$ cat config.mk
export PLATFORM = sky130hd
export DESIGN_NAME = stkseq_top
export DESIGN_NICKNAME = d
export VERILOG_FILES = /design/src/rtl/stkseq_pkg.sv /design/src/rtl/stkseq_sp.sv /design/src/rtl/stkseq_pc.sv /design/src/rtl/stkseq_ctrl.sv /design/src/rtl/stkseq_top.sv
export SDC_FILE = /design/constraint.sdc
export NUM_CORES = 1
export LEC_CHECK = 0
export ABC_AREA = 1
export BUFFER_PORTS_ARGS = -buffer_cell sky130_fd_sc_hd__buf_2
export CAP_MARGIN = 5
export CORE_UTILIZATION = 50
export DETAILED_ROUTE_END_ITERATION = 8
export PLACE_DENSITY = 0.83
export SLEW_MARGIN = 20
export SYNTH_ARGS = -nofsm -noshare
export SYNTH_HDL_FRONTEND = slang
export SYNTH_HIERARCHICAL = 1
export SYNTH_SLANG_ARGS = --single-unit
$ cat constraint.sdc
create_clock -name clk -period 2 [get_ports clk]
set_input_delay 0.2 -clock clk [delete_from_list [all_inputs] [get_ports clk]]
set_output_delay 0.2 -clock clk [all_outputs]
set_load 0.02 [all_outputs]
$ cat src/rtl/stkseq_pkg.sv
package stkseq_pkg;
  localparam int DW = 8;
  localparam int AW = 16;
  typedef logic [DW-1:0] byte_t;
  typedef logic [AW-1:0] addr_t;

  localparam logic [3:0] CMD_CALL   = 4'd0;
  localparam logic [3:0] CMD_RET    = 4'd1;
  localparam logic [3:0] CMD_BRK    = 4'd2;
  localparam logic [3:0] CMD_IRET   = 4'd3;
  localparam logic [3:0] CMD_PUSH_A = 4'd4;
  localparam logic [3:0] CMD_PUSH_P = 4'd5;
  localparam logic [3:0] CMD_PULL_A = 4'd6;
  localparam logic [3:0] CMD_PULL_P = 4'd7;
  localparam logic [3:0] CMD_S2X    = 4'd8;
  localparam logic [3:0] CMD_X2S    = 4'd9;

  localparam int FLAG_N = 7;
  localparam int FLAG_V = 6;
  localparam int FLAG_U = 5;
  localparam int FLAG_B = 4;
  localparam int FLAG_D = 3;
  localparam int FLAG_I = 2;
  localparam int FLAG_Z = 1;
  localparam int FLAG_C = 0;

  typedef enum logic [3:0] {
    ST_IDLE, ST_PSH_PCH, ST_PSH_PCL, ST_PSH_BYTE, ST_PUL_BYTE,
    ST_PUL_PCL, ST_PUL_PCH, ST_VEC_LO, ST_VEC_HI, ST_FIN
  } seq_state_e;

  function automatic addr_t stack_addr(input byte_t page, input byte_t s);
    return {page, s};
  endfunction

  function automatic addr_t call_return_addr(input addr_t pc_now);
    return pc_now + addr_t'(2);
  endfunction

  function automatic addr_t sub_return_target(input byte_t hi, input byte_t lo);
    return {hi, lo} + addr_t'(1);
  endfunction

  function automatic byte_t status_pushed(input byte_t p);
    byte_t r = p;
    r[FLAG_B] = 1'b1;
    r[FLAG_U] = 1'b1;
    return r;
  endfunction

  function automatic byte_t status_pulled(input byte_t pulled, input byte_t cur);
    byte_t r = pulled;
    r[FLAG_B] = cur[FLAG_B];
    r[FLAG_U] = cur[FLAG_U];
    return r;
  endfunction

  function automatic byte_t set_nz(input byte_t p, input byte_t v);
    byte_t r = p;
    r[FLAG_N] = v[DW-1];
    r[FLAG_Z] = (v == '0);
    return r;
  endfunction
endpackage

$ cat src/rtl/stkseq_sp.sv
module stkseq_sp
  import stkseq_pkg::*;
#(
  parameter byte_t RESET_SP   = 8'hFF,
  parameter byte_t STACK_PAGE = 8'h01
) (
  input  logic  clk,
  input  logic  rst_n,
  input  logic  push_step,
  input  logic  pull_step,
  input  logic  load_en,
  input  byte_t load_val,
  output byte_t sp,
  output addr_t push_addr,
  output addr_t pull_addr
);
  byte_t sp_q;
  byte_t sp_up;

  assign sp_up = sp_q + byte_t'(1);

  always_ff @(posedge clk) begin
    if (!rst_n)         sp_q <= RESET_SP;
    else if (load_en)   sp_q <= load_val;
    else if (push_step) sp_q <= sp_q - byte_t'(1);
    else if (pull_step) sp_q <= sp_up;
  end

  assign sp        = sp_q;
  assign push_addr = stack_addr(STACK_PAGE, sp_q);
  assign pull_addr = stack_addr(STACK_PAGE, sp_up);


  sp_op_excl_chk: assert property (@(posedge clk) disable iff (!rst_n)
    $onehot0({push_step, pull_step, load_en}));


  sp_pull_wrap_chk: assert property (@(posedge clk) disable iff (!rst_n)
    (pull_step && sp_q == 8'hFF) |=> (sp == 8'h00));
endmodule

$ cat src/rtl/stkseq_pc.sv
module stkseq_pc
  import stkseq_pkg::*;
#(
  parameter addr_t RESET_PC = 16'h0400
) (
  input  logic  clk,
  input  logic  rst_n,
  input  logic  load_en,
  input  addr_t load_val,
  output addr_t pc,
  output addr_t ret_addr
);
  addr_t pc_q;

  always_ff @(posedge clk) begin
    if (!rst_n)       pc_q <= RESET_PC;
    else if (load_en) pc_q <= load_val;
  end

  assign pc       = pc_q;
  assign ret_addr = call_return_addr(pc_q);


  pc_hold_chk: assert property (@(posedge clk) disable iff (!rst_n)
    !load_en |=> (pc == $past(pc)));
endmodule

$ cat src/rtl/stkseq_ctrl.sv
module stkseq_ctrl
  import stkseq_pkg::*;
#(
  parameter byte_t STACK_PAGE = 8'h01,
  parameter addr_t VEC_ADDR   = 16'hFFFE
) (
  input  logic       clk,
  input  logic       rst_n,
  input  logic       start,
  input  logic [3:0] cmd,
  input  byte_t      opnd_lo,
  input  byte_t      opnd_hi,
  input  byte_t      acc_in,
  input  byte_t      x_in,
  input  byte_t      p_in,
  input  byte_t      mem_rdata,
  input  byte_t      sp,
  input  addr_t      push_addr,
  input  addr_t      pull_addr,
  input  addr_t      ret_pc,
  output addr_t      mem_addr,
  output byte_t      mem_wdata,
  output logic       mem_we,
  output logic       busy,
  output logic       done,
  output logic       sp_push,
  output logic       sp_pull,
  output logic       sp_load,
  output byte_t      sp_load_val,
  output logic       pc_load,
  output addr_t      pc_load_val,
  output byte_t      acc_out,
  output logic       acc_we,
  output byte_t      x_out,
  output logic       x_we,
  output byte_t      p_out,
  output logic       p_we
);
  localparam addr_t VEC_ADDR_HI = VEC_ADDR + addr_t'(1);

  seq_state_e state_q, state_d;
  logic [3:0] cmd_q;
  byte_t      opl_q, oph_q, acc_q, x_q, p_q;
  byte_t      lo_q, pstk_q;
  logic       done_q, acc_we_q, x_we_q, p_we_q;
  byte_t      acc_out_q, x_out_q, p_out_q;

  // event wires for checks
  logic accept;
  logic stk_access;
  logic in_push;
  logic in_pull;
  logic finishing;

  assign accept     = (state_q == ST_IDLE) && start;
  assign in_push    = (state_q == ST_PSH_PCH) || (state_q == ST_PSH_PCL) ||
                      (state_q == ST_PSH_BYTE);
  assign in_pull    = (state_q == ST_PUL_BYTE) || (state_q == ST_PUL_PCL) ||
                      (state_q == ST_PUL_PCH);
  assign stk_access = in_push || in_pull;
  assign finishing  = (state_q == ST_FIN);

  always_comb begin
    state_d = state_q;
    unique case (state_q)
      ST_IDLE: begin
        if (start) begin
          case (cmd)
            CMD_CALL, CMD_BRK:                 state_d = ST_PSH_PCH;
            CMD_RET:                           state_d = ST_PUL_PCL;
            CMD_IRET, CMD_PULL_A, CMD_PULL_P:  state_d = ST_PUL_BYTE;
            CMD_PUSH_A, CMD_PUSH_P:            state_d = ST_PSH_BYTE;
            default:                           state_d = ST_FIN;
          endcase
        end
      end
      ST_PSH_PCH:  state_d = ST_PSH_PCL;
      ST_PSH_PCL:  state_d = (cmd_q == CMD_BRK) ? ST_PSH_BYTE : ST_FIN;
      ST_PSH_BYTE: state_d = (cmd_q == CMD_BRK) ? ST_VEC_LO : ST_FIN;
      ST_PUL_BYTE: state_d = (cmd_q == CMD_IRET) ? ST_PUL_PCL : ST_FIN;
      ST_PUL_PCL:  state_d = ST_PUL_PCH;
      ST_PUL_PCH:  state_d = ST_FIN;
      ST_VEC_LO:   state_d = ST_VEC_HI;
      ST_VEC_HI:   state_d = ST_FIN;
      ST_FIN:      state_d = ST_IDLE;
      default:     state_d = ST_IDLE;
    endcase
  end

  // memory and stack pointer drive
  always_comb begin
    mem_addr  = '0;
    mem_wdata = '0;
    mem_we    = 1'b0;
    sp_push   = 1'b0;
    sp_pull   = 1'b0;
    case (state_q)
      ST_PSH_PCH: begin
        mem_addr  = push_addr;
        mem_wdata = ret_pc[AW-1:DW];
        mem_we    = 1'b1;
        sp_push   = 1'b1;
      end
      ST_PSH_PCL: begin
        mem_addr  = push_addr;
        mem_wdata = ret_pc[DW-1:0];
        mem_we    = 1'b1;
        sp_push   = 1'b1;
      end
      ST_PSH_BYTE: begin
        mem_addr  = push_addr;
        mem_wdata = (cmd_q == CMD_PUSH_A) ? acc_q : status_pushed(p_q);
        mem_we    = 1'b1;
        sp_push   = 1'b1;
      end
      ST_PUL_BYTE, ST_PUL_PCL, ST_PUL_PCH: begin
        mem_addr = pull_addr;
        sp_pull  = 1'b1;
      end
      ST_VEC_LO: mem_addr = VEC_ADDR;
      ST_VEC_HI: mem_addr = VEC_ADDR_HI;
      default: ;
    endcase
  end

  // completion-time updates of S and PC
  always_comb begin
    sp_load     = finishing && (cmd_q == CMD_X2S);
    sp_load_val = x_q;
    pc_load     = finishing && ((cmd_q == CMD_CALL) || (cmd_q == CMD_RET) ||
                                (cmd_q == CMD_BRK)  || (cmd_q == CMD_IRET));
    case (cmd_q)
      CMD_CALL: pc_load_val = {oph_q, opl_q};
      CMD_RET:  pc_load_val = sub_return_target(mem_rdata, lo_q);
      default:  pc_load_val = {mem_rdata, lo_q};
    endcase
  end

  always_ff @(posedge clk) begin
    if (!rst_n) begin
      state_q   <= ST_IDLE;
      cmd_q     <= '0;
      opl_q     <= '0;
      oph_q     <= '0;
      acc_q     <= '0;
      x_q       <= '0;
      p_q       <= '0;
      lo_q      <= '0;
      pstk_q    <= '0;
      done_q    <= 1'b0;
      acc_we_q  <= 1'b0;
      x_we_q    <= 1'b0;
      p_we_q    <= 1'b0;
      acc_out_q <= '0;
      x_out_q   <= '0;
      p_out_q   <= '0;
    end else begin
      state_q  <= state_d;
      done_q   <= 1'b0;
      acc_we_q <= 1'b0;
      x_we_q   <= 1'b0;
      p_we_q   <= 1'b0;
      if (accept) begin
        cmd_q <= cmd;
        opl_q <= opnd_lo;
        oph_q <= opnd_hi;
        acc_q <= acc_in;
        x_q   <= x_in;
        p_q   <= p_in;
      end
      if (state_q == ST_PUL_PCL && cmd_q == CMD_IRET) pstk_q <= mem_rdata;
      if (state_q == ST_PUL_PCH || state_q == ST_VEC_HI) lo_q <= mem_rdata;
      if (finishing) begin
        done_q <= 1'b1;
        case (cmd_q)
          CMD_BRK: begin
            p_out_q         <= p_q;
            p_out_q[FLAG_I] <= 1'b1;
            p_we_q          <= 1'b1;
          end
          CMD_IRET: begin
            p_out_q <= status_pulled(pstk_q, p_q);
            p_we_q  <= 1'b1;
          end
          CMD_PULL_P: begin
            p_out_q <= status_pulled(mem_rdata, p_q);
            p_we_q  <= 1'b1;
          end
          CMD_PULL_A: begin
            acc_out_q <= mem_rdata;
            acc_we_q  <= 1'b1;
            p_out_q   <= set_nz(p_q, mem_rdata);
            p_we_q    <= 1'b1;
          end
          CMD_S2X: begin
            x_out_q <= sp;
            x_we_q  <= 1'b1;
            p_out_q <= set_nz(p_q, sp);
            p_we_q  <= 1'b1;
          end
          default: ;
        endcase
      end
    end
  end

  assign busy    = (state_q != ST_IDLE);
  assign done    = done_q;
  assign acc_out = acc_out_q;
  assign acc_we  = acc_we_q;
  assign x_out   = x_out_q;
  assign x_we    = x_we_q;
  assign p_out   = p_out_q;
  assign p_we    = p_we_q;


  stack_page_chk: assert property (@(posedge clk) disable iff (!rst_n)
    stk_access |-> (mem_addr[AW-1:DW] == STACK_PAGE));


  write_only_push_chk: assert property (@(posedge clk) disable iff (!rst_n)
    mem_we |-> in_push);


  done_pulse_chk: assert property (@(posedge clk) disable iff (!rst_n)
    done |=> !done);


  strobe_with_done_chk: assert property (@(posedge clk) disable iff (!rst_n)
    (acc_we || x_we || p_we) |-> done);


  ignore_start_chk: assert property (@(posedge clk) disable iff (!rst_n)
    busy |=> (cmd_q == $past(cmd_q)));


  brk_sets_i_chk: assert property (@(posedge clk) disable iff (!rst_n)
    (done && p_we && cmd_q == CMD_BRK) |-> p_out[FLAG_I]);
endmodule

$ cat src/rtl/stkseq_top.sv
module stkseq_top
  import stkseq_pkg::*;
#(
  parameter logic [15:0] RESET_PC   = 16'h0400,
  parameter logic [7:0]  RESET_SP   = 8'hFF,
  parameter logic [7:0]  STACK_PAGE = 8'h01,
  parameter logic [15:0] VEC_ADDR   = 16'hFFFE
) (
  input  logic        clk,
  input  logic        rst_n,
  input  logic        start,
  input  logic [3:0]  cmd,
  input  logic [7:0]  opnd_lo,
  input  logic [7:0]  opnd_hi,
  input  logic [7:0]  acc_in,
  input  logic [7:0]  x_in,
  input  logic [7:0]  p_in,
  input  logic [7:0]  mem_rdata,
  output logic [15:0] mem_addr,
  output logic [7:0]  mem_wdata,
  output logic        mem_we,
  output logic        busy,
  output logic        done,
  output logic [15:0] pc,
  output logic [7:0]  sp,
  output logic [7:0]  acc_out,
  output logic        acc_we,
  output logic [7:0]  x_out,
  output logic        x_we,
  output logic [7:0]  p_out,
  output logic        p_we
);
  logic  sp_push, sp_pull, sp_load, pc_load;
  byte_t sp_load_val;
  addr_t pc_load_val, push_addr, pull_addr, ret_pc;

  stkseq_sp #(.RESET_SP(RESET_SP), .STACK_PAGE(STACK_PAGE)) u_sp (
    .clk(clk), .rst_n(rst_n), .push_step(sp_push), .pull_step(sp_pull),
    .load_en(sp_load), .load_val(sp_load_val), .sp(sp),
    .push_addr(push_addr), .pull_addr(pull_addr)
  );

  stkseq_pc #(.RESET_PC(RESET_PC)) u_pc (
    .clk(clk), .rst_n(rst_n), .load_en(pc_load), .load_val(pc_load_val),
    .pc(pc), .ret_addr(ret_pc)
  );

  stkseq_ctrl #(.STACK_PAGE(STACK_PAGE), .VEC_ADDR(VEC_ADDR)) u_ctrl (
    .clk(clk), .rst_n(rst_n), .start(start), .cmd(cmd),
    .opnd_lo(opnd_lo), .opnd_hi(opnd_hi), .acc_in(acc_in), .x_in(x_in),
    .p_in(p_in), .mem_rdata(mem_rdata), .sp(sp), .push_addr(push_addr),
    .pull_addr(pull_addr), .ret_pc(ret_pc), .mem_addr(mem_addr),
    .mem_wdata(mem_wdata), .mem_we(mem_we), .busy(busy), .done(done),
    .sp_push(sp_push), .sp_pull(sp_pull), .sp_load(sp_load),
    .sp_load_val(sp_load_val), .pc_load(pc_load), .pc_load_val(pc_load_val),
    .acc_out(acc_out), .acc_we(acc_we), .x_out(x_out), .x_we(x_we),
    .p_out(p_out), .p_we(p_we)
  );


  push_dec_chk: assert property (@(posedge clk) disable iff (!rst_n)
    mem_we |=> (sp == $past(sp) - 8'd1));


  idle_no_mem_chk: assert property (@(posedge clk) disable iff (!rst_n)
    !busy |-> !mem_we);
endmodule

; Word level (Yosys, flattened, before mapping)
; Memory sizes are Yosys's and may differ from the RTL's.
; Index checks and enable logic that the tools add are counted.
[op_classes]
add_sub_neg = 4
mul = 0
div_mod_pow = 0
order_cmp = 0
eq_ne = 18
shift = 0
n_mux = 20
bitwise_logic = 0
n_reduce_logical = 23
[ops]
columns = operator, count
row1 = $pmux 16 s4, 1
row2 = $pmux 8 s5, 1
row3 = $mux 8, 4
row4 = $pmux 16 s2, 1
row5 = $pmux 4 s8, 1
row6 = $eq 4x3->1 const B, 7
row7 = $pmux 8 s3, 1
row8 = $mux 4, 5
row9 = $add 16x1->16 const B, 1
row10 = $add 16x2->16 const B, 1
row11 = $eq 4x2->1 const B, 4
row12 = $eq 4x4->1 const B, 4
row13 = $logic_not 8->1, 2
row14 = $add 8x1->8 const B, 1
row15 = $eq 4x1->1 const B, 2
row16 = $logic_not 4->1, 2
row17 = $reduce_and 2->1, 4
row18 = $sub 8x1->8 const B, 1
row19 = $mux 1, 6
row20 = $reduce_or 3->1, 2
row21 = $reduce_bool 5->1, 1
row22 = $reduce_or 5->1, 1
row23 = $logic_and 1x1->1, 4
row24 = $logic_or 1x1->1, 4
row25 = other kinds (4), 4
[word_totals]
regBits = 116
latch_bits = 0
ramBits = 0
mem_bits_ro = 24
in_bits = 55
output_inout_bits = 78
wordCells = 84
memories = 1
[mem_list]
columns = name, words, width, rd, rd_clocked_by_memory_dff, wr, line_no
row1 = (name not given), 8, 3, 1, 0, 0, stkseq_ctrl.sv:68  ; case (cmd)

; Logic depth before layout (Yosys ltp)
[depth]
ltp_word = 6
mapped_depth = 12
mapped_depth_nobuf = 11

; Modules after synthesis
; The synthesis kept the hierarchy.
[modules_own_cells]
columns = mod, n_inst, cells_per_inst, area_each_um2, seq_area_each_um2
row1 = stkseq_ctrl, 1, 695, 4655.7, 1801.7
row2 = stkseq_pc, 1, 132, 917.1, 320.3
row3 = stkseq_sp, 1, 147, 904.6, 160.2

; Worst setup path before layout
; OpenSTA, ideal clock, no wires.
[synth_path]
kind = flip-flop to flip-flop
start = reg u_ctrl.state_q[3]
end = reg u_sp.sp_q[2] (netlist: u_sp/sp[2])
setup_time_ns = 0.079
arrival_ns = 1.914
required_ns = 1.921
setup_slack_ns = 0.007
stages_incl_launch_ff = 13
path_buffers = 3
synth_period_minus_slack_ns = 1.993
path_cell_list = dfxtp_1 -> nor2_4 -> inv_1 -> nor2_2 -> buf_2 -> buf_4 -> buf_2 -> nor2_1 -> nand2_2 -> nand2_1 -> inv_2 -> nand3_1 -> o211ai_1
[synth_between]
elab_chain_cells = 5
word_cells_on_any_way = 15
classes_between = 7 x eq/ne / 4 x mux / 4 x reduce/logical
[synth_lines]
columns = item, line_no
row1 = from (decl), stkseq_ctrl.sv:41  ; seq_state_e state_q, state_d;
row2 = from (signal assigned), stkseq_ctrl.sv:158  ; state_q <= state_d;
row3 = $eq 4x2->1 / $eq 4x1->1 (equally long branches), --
row4 = $reduce_or 3->1 (no source line) (*), --
row5 = $mux 1 (*), --
row6 = named net mem_we, stkseq_top.sv:21  ; output logic mem_we,
row7 = $mux 8, stkseq_sp.sv:25  ; else if (push_step) sp_q <= sp_q - byte_t'(1);
row8 = $mux 8, stkseq_sp.sv:24  ; else if (load_en) sp_q <= load_val;
row9 = to (signal assigned), stkseq_sp.sv:24
row10 = to (signal assigned), stkseq_sp.sv:25
row11 = to (signal assigned), stkseq_sp.sv:26  ; else if (pull_step) sp_q <= sp_up;
row12 = to (decl), stkseq_sp.sv:17  ; byte_t sp_q;
; The timed path passes the listed nets; every way through them passes the cells marked *.
; A chain may end at the register's enable or synchronous reset.

; Final worst setup path
[layout_path]
start = reg u_ctrl.state_q[0]
end = out mem_wdata[7]
[layout_between]
elab_chain_cells = 2
word_cells_on_any_way = 4
classes_between = 3 x eq/ne / 1 x mux
[layout_lines]
columns = item, line_no
row1 = $eq 4x2->1 / $eq 4x1->1 (equally long branches), --
row2 = $pmux 8 s3 (*), stkseq_ctrl.sv:97  ; case (state_q)
row3 = to (decl), stkseq_top.sv:20  ; output logic [7:0] mem_wdata,
; Mark *: on every way between the ends. The rest lies on a longest branch, timed or not.

==> metrics <==
post-DP HPWL 13,800 microns; overall power around 12 mW; leakage between 3 and 4 nW; dpl cells 1,242; setup violators final 0; clk_lat worst skew 0.42 ns; initial antenna violation count 0; Post-Layout Cell Count about 1,300; Port Buffer Count 132; Hold Worst Slack 0.0544 ns; Fillers 1,161; Max-Cap Viols 0; first-pass GRT wire length 30,000 microns; Seq pwr share 28.0%; DIE AREA 13,400 sq um; synthesized cell area approximately 6500 sq um; flop and latch count out of synthesis roughly 110; Power Internal 6.82 mW; Post-layout nets 1,162; H-tree depth 4; drt initial violations 771; CTS max path bufs 2; number of diodes 0; final core occ 63.9%; YS warnings 6; reg2reg setup slack ~0.14 ns; top cells by area, synth dfxtp_1 (35%), nand2_1 (11%), nand3_1 (8.7%), a21oi_1 (8.0%), o21ai_0 (6.3%); Worst setup SP type flip-flop; Final Critical Period about 1.9 ns; root buffer cell clkbuf_16; Psw 4.88 mW; post-synthesis cell type count 39; number of synthesized flops with an enable pin 0; max-slew violation count 0; GRT Residual Overflow 0; worst clock skew 0.00797 ns; RSZ-0062 raised after global routing yes; Synth top area share roughly a third; detailed-route DRC error count 0; Hold Path Class input port to flip-flop; Post-Place Worst Slack 0.139 ns; area of the multi-input gates 3560 sq um; Die H 116 microns; final cycle utilization of the critical path 96.6%; CP max FO 7; area delta synth->final 24.5%; pwr dens 1450 nW/um^2; element type at the critical path end output port; Placer Congestion around 0.97; Clock Pin Slew Worst Setup and Hold Paths 0.05 ns; Die X-Extent roughly 120 microns; Setup TNS 0 ns; power share of the clock group between 20% and 30%; Synth top cells by count nand2_1 (182), dfxtp_1 (114), nand3_1 (113); drt pass-1 iters 6; register area share after synthesis 35.2%; Routed WL ~20,000 microns; WS Path Type flip-flop to output port; Site Rows between 40 and 50; clock sinks roughly 110; Starting Density between 50% and 60%; ys flop type dfxtp_1; vias in the first global route 6,142; CTS tree done; Rel. slew slack 29.3%; most common cell in the netlist nand2_1; switch share 41.7%; largest net degree at the start of global routing 76; leading area contributor after synthesis dfxtp_1; Sequential Area between 2000 and 2500 sq um; dpl cell area ~7100 sq um; crit path DAT 1.73 ns; Antenna Nets Post-Route 0; Data required, critical path 1.80 ns; io pins 133; post-DR vias/cell 5.44; core box area about 13,000 sq um; Fmax achieved 518 MHz; Routed wire per std cell 15.1 microns; Hold Fails Final Rpt 0; Slew @ Worst Pin 1.06 ns; Syn Inst Count ~970; layout cells sized above 1 25.8%; Syn Area/Cell 6.65 sq um; Design Area, Final 8060 sq um; CTS Buf Count 17; Setup WS post-layout 0.0678 ns; vias 7,009; status finished clean; Worst VDD drop 1.25 mV; Gate power share 43.1%; Tot GR Track Use 29.2%; Async S/R FF share, synth 0%
[final cells by class]
type	instances	share of cell area [%]
multi-input cells	707	44.1
flip-flops and latches	114	28.8
repair buffers	162	11.5
clock buffers	23	6.05
inverters	101	4.70
well taps	172	2.67
clock inverters	9	2.17
[per-layer routing]
metal / vias to the layer above / GRT usage [%] / part of all wire, % / wire (microns)
met5: - / 0 / 0 / 0
met4: 0 / 13.6 / 3.1 / 609
met3: 47 / 6.43 / 6.6 / 1290
met2: 309 / 48.1 / 48 / 9400
met1: 3213 / 36.2 / 42 / 8150
li1: 3440 / - / - / -
[timing repair]
item / CTS / global route
endpoints found under the setup margin: 24 / 26
gates resized for setup: 31 / 31
cloned: 0 / 0
pin swaps: 2 / 6
buffers inserted: 4 / 10
hold buffers: 0 / 0
[final timing paths]
check / endpoint / cells past startpoint / start
worst max-delay path: mem_wdata[7] / 7 / u_ctrl/state_q[0]
worst min-delay path: u_ctrl/sp_load_val[1] / 3 / x_in[1]
worst max register to register: u_pc/pc[13] / 11 / u_ctrl/cmd_q[3]
worst min register to register: u_ctrl/acc_q[4] / 2 / u_ctrl/acc_q[4]
[critical path, cell delays in order, from the launching register on]
cell and delay [ns]:
dfxtp_2 0.41, nand2_2 0.11, inv_2 0.12, nand2_2 0.13
a21oi_2 0.18, o21ai_0 0.12, nand3_1 0.09, buf_2 0.16
[cells in the final DEF, fill, tap and decap left out, types with 4 or more instances in the layout]
master     Yosys  final
nand2_2       10     13
dfxtp_4        0      8
bufinv_16      0      5
buf_4         30     28
nand2_1      182    178
inv_1         84     82
a21oi_1      104     99
o211ai_1       8      8
clkbuf_16      0     17
conb_1         2     16
o21ai_1       22     24
dfxtp_2        0     11
nor2_1        92     87
o21ai_0       82     80
nor3_1         6      6
o221ai_1       5      5
xor2_1         6      6
nor2_2        12     11
nor2_4         8     14
nand4_1        9      9
clkbuf_8       0      4
a21oi_2        1      5
nand3_1      113    113
dfxtp_1      114     95
buf_2         11    130
or2_2          5      5
inv_2         16     18
[flip-flops by register name, summed over array words and instances (netlist names), 8 cells and up]
register / flops
u_ctrl/oph_q: 8
u_sp/sp: 8
u_pc/pc: 16
u_ctrl/lo_q: 8
u_ctrl/p_out: 8
u_ctrl/x_out: 8
u_ctrl/acc_q: 8
u_ctrl/opl_q: 8
u_ctrl/sp_load_val: 8
u_ctrl/acc_out: 8
u_ctrl/p_q: 8
[power by group through the flow]
stage / combinational, mW / clock (mW) / sequential, mW
2_1_floorplan: 3.53 / 0 / 3.16
3_3_place_gp: 4.57 / 0 / 3.26
3_5_place_dp: 4.59 / 0 / 3.27
4_1_cts: 4.76 / 3.43 / 3.26
5_1_grt: 5.53 / 3.53 / 3.34
6_report: 5.05 / 3.38 / 3.28
[cell families after synthesis]
kind of cell    Yosys count  share of synthesized area, %
xor+xnor                 10                          1.47
flops                   114                          35.2
simple gates            443                          30.8
fa+ha+maj                 4                         0.773
compound gates          234                          19.2
buf+inv                 167                          12.4
other cells               2                         0.116
Note: power is estimated with default switching activity, not from simulation.
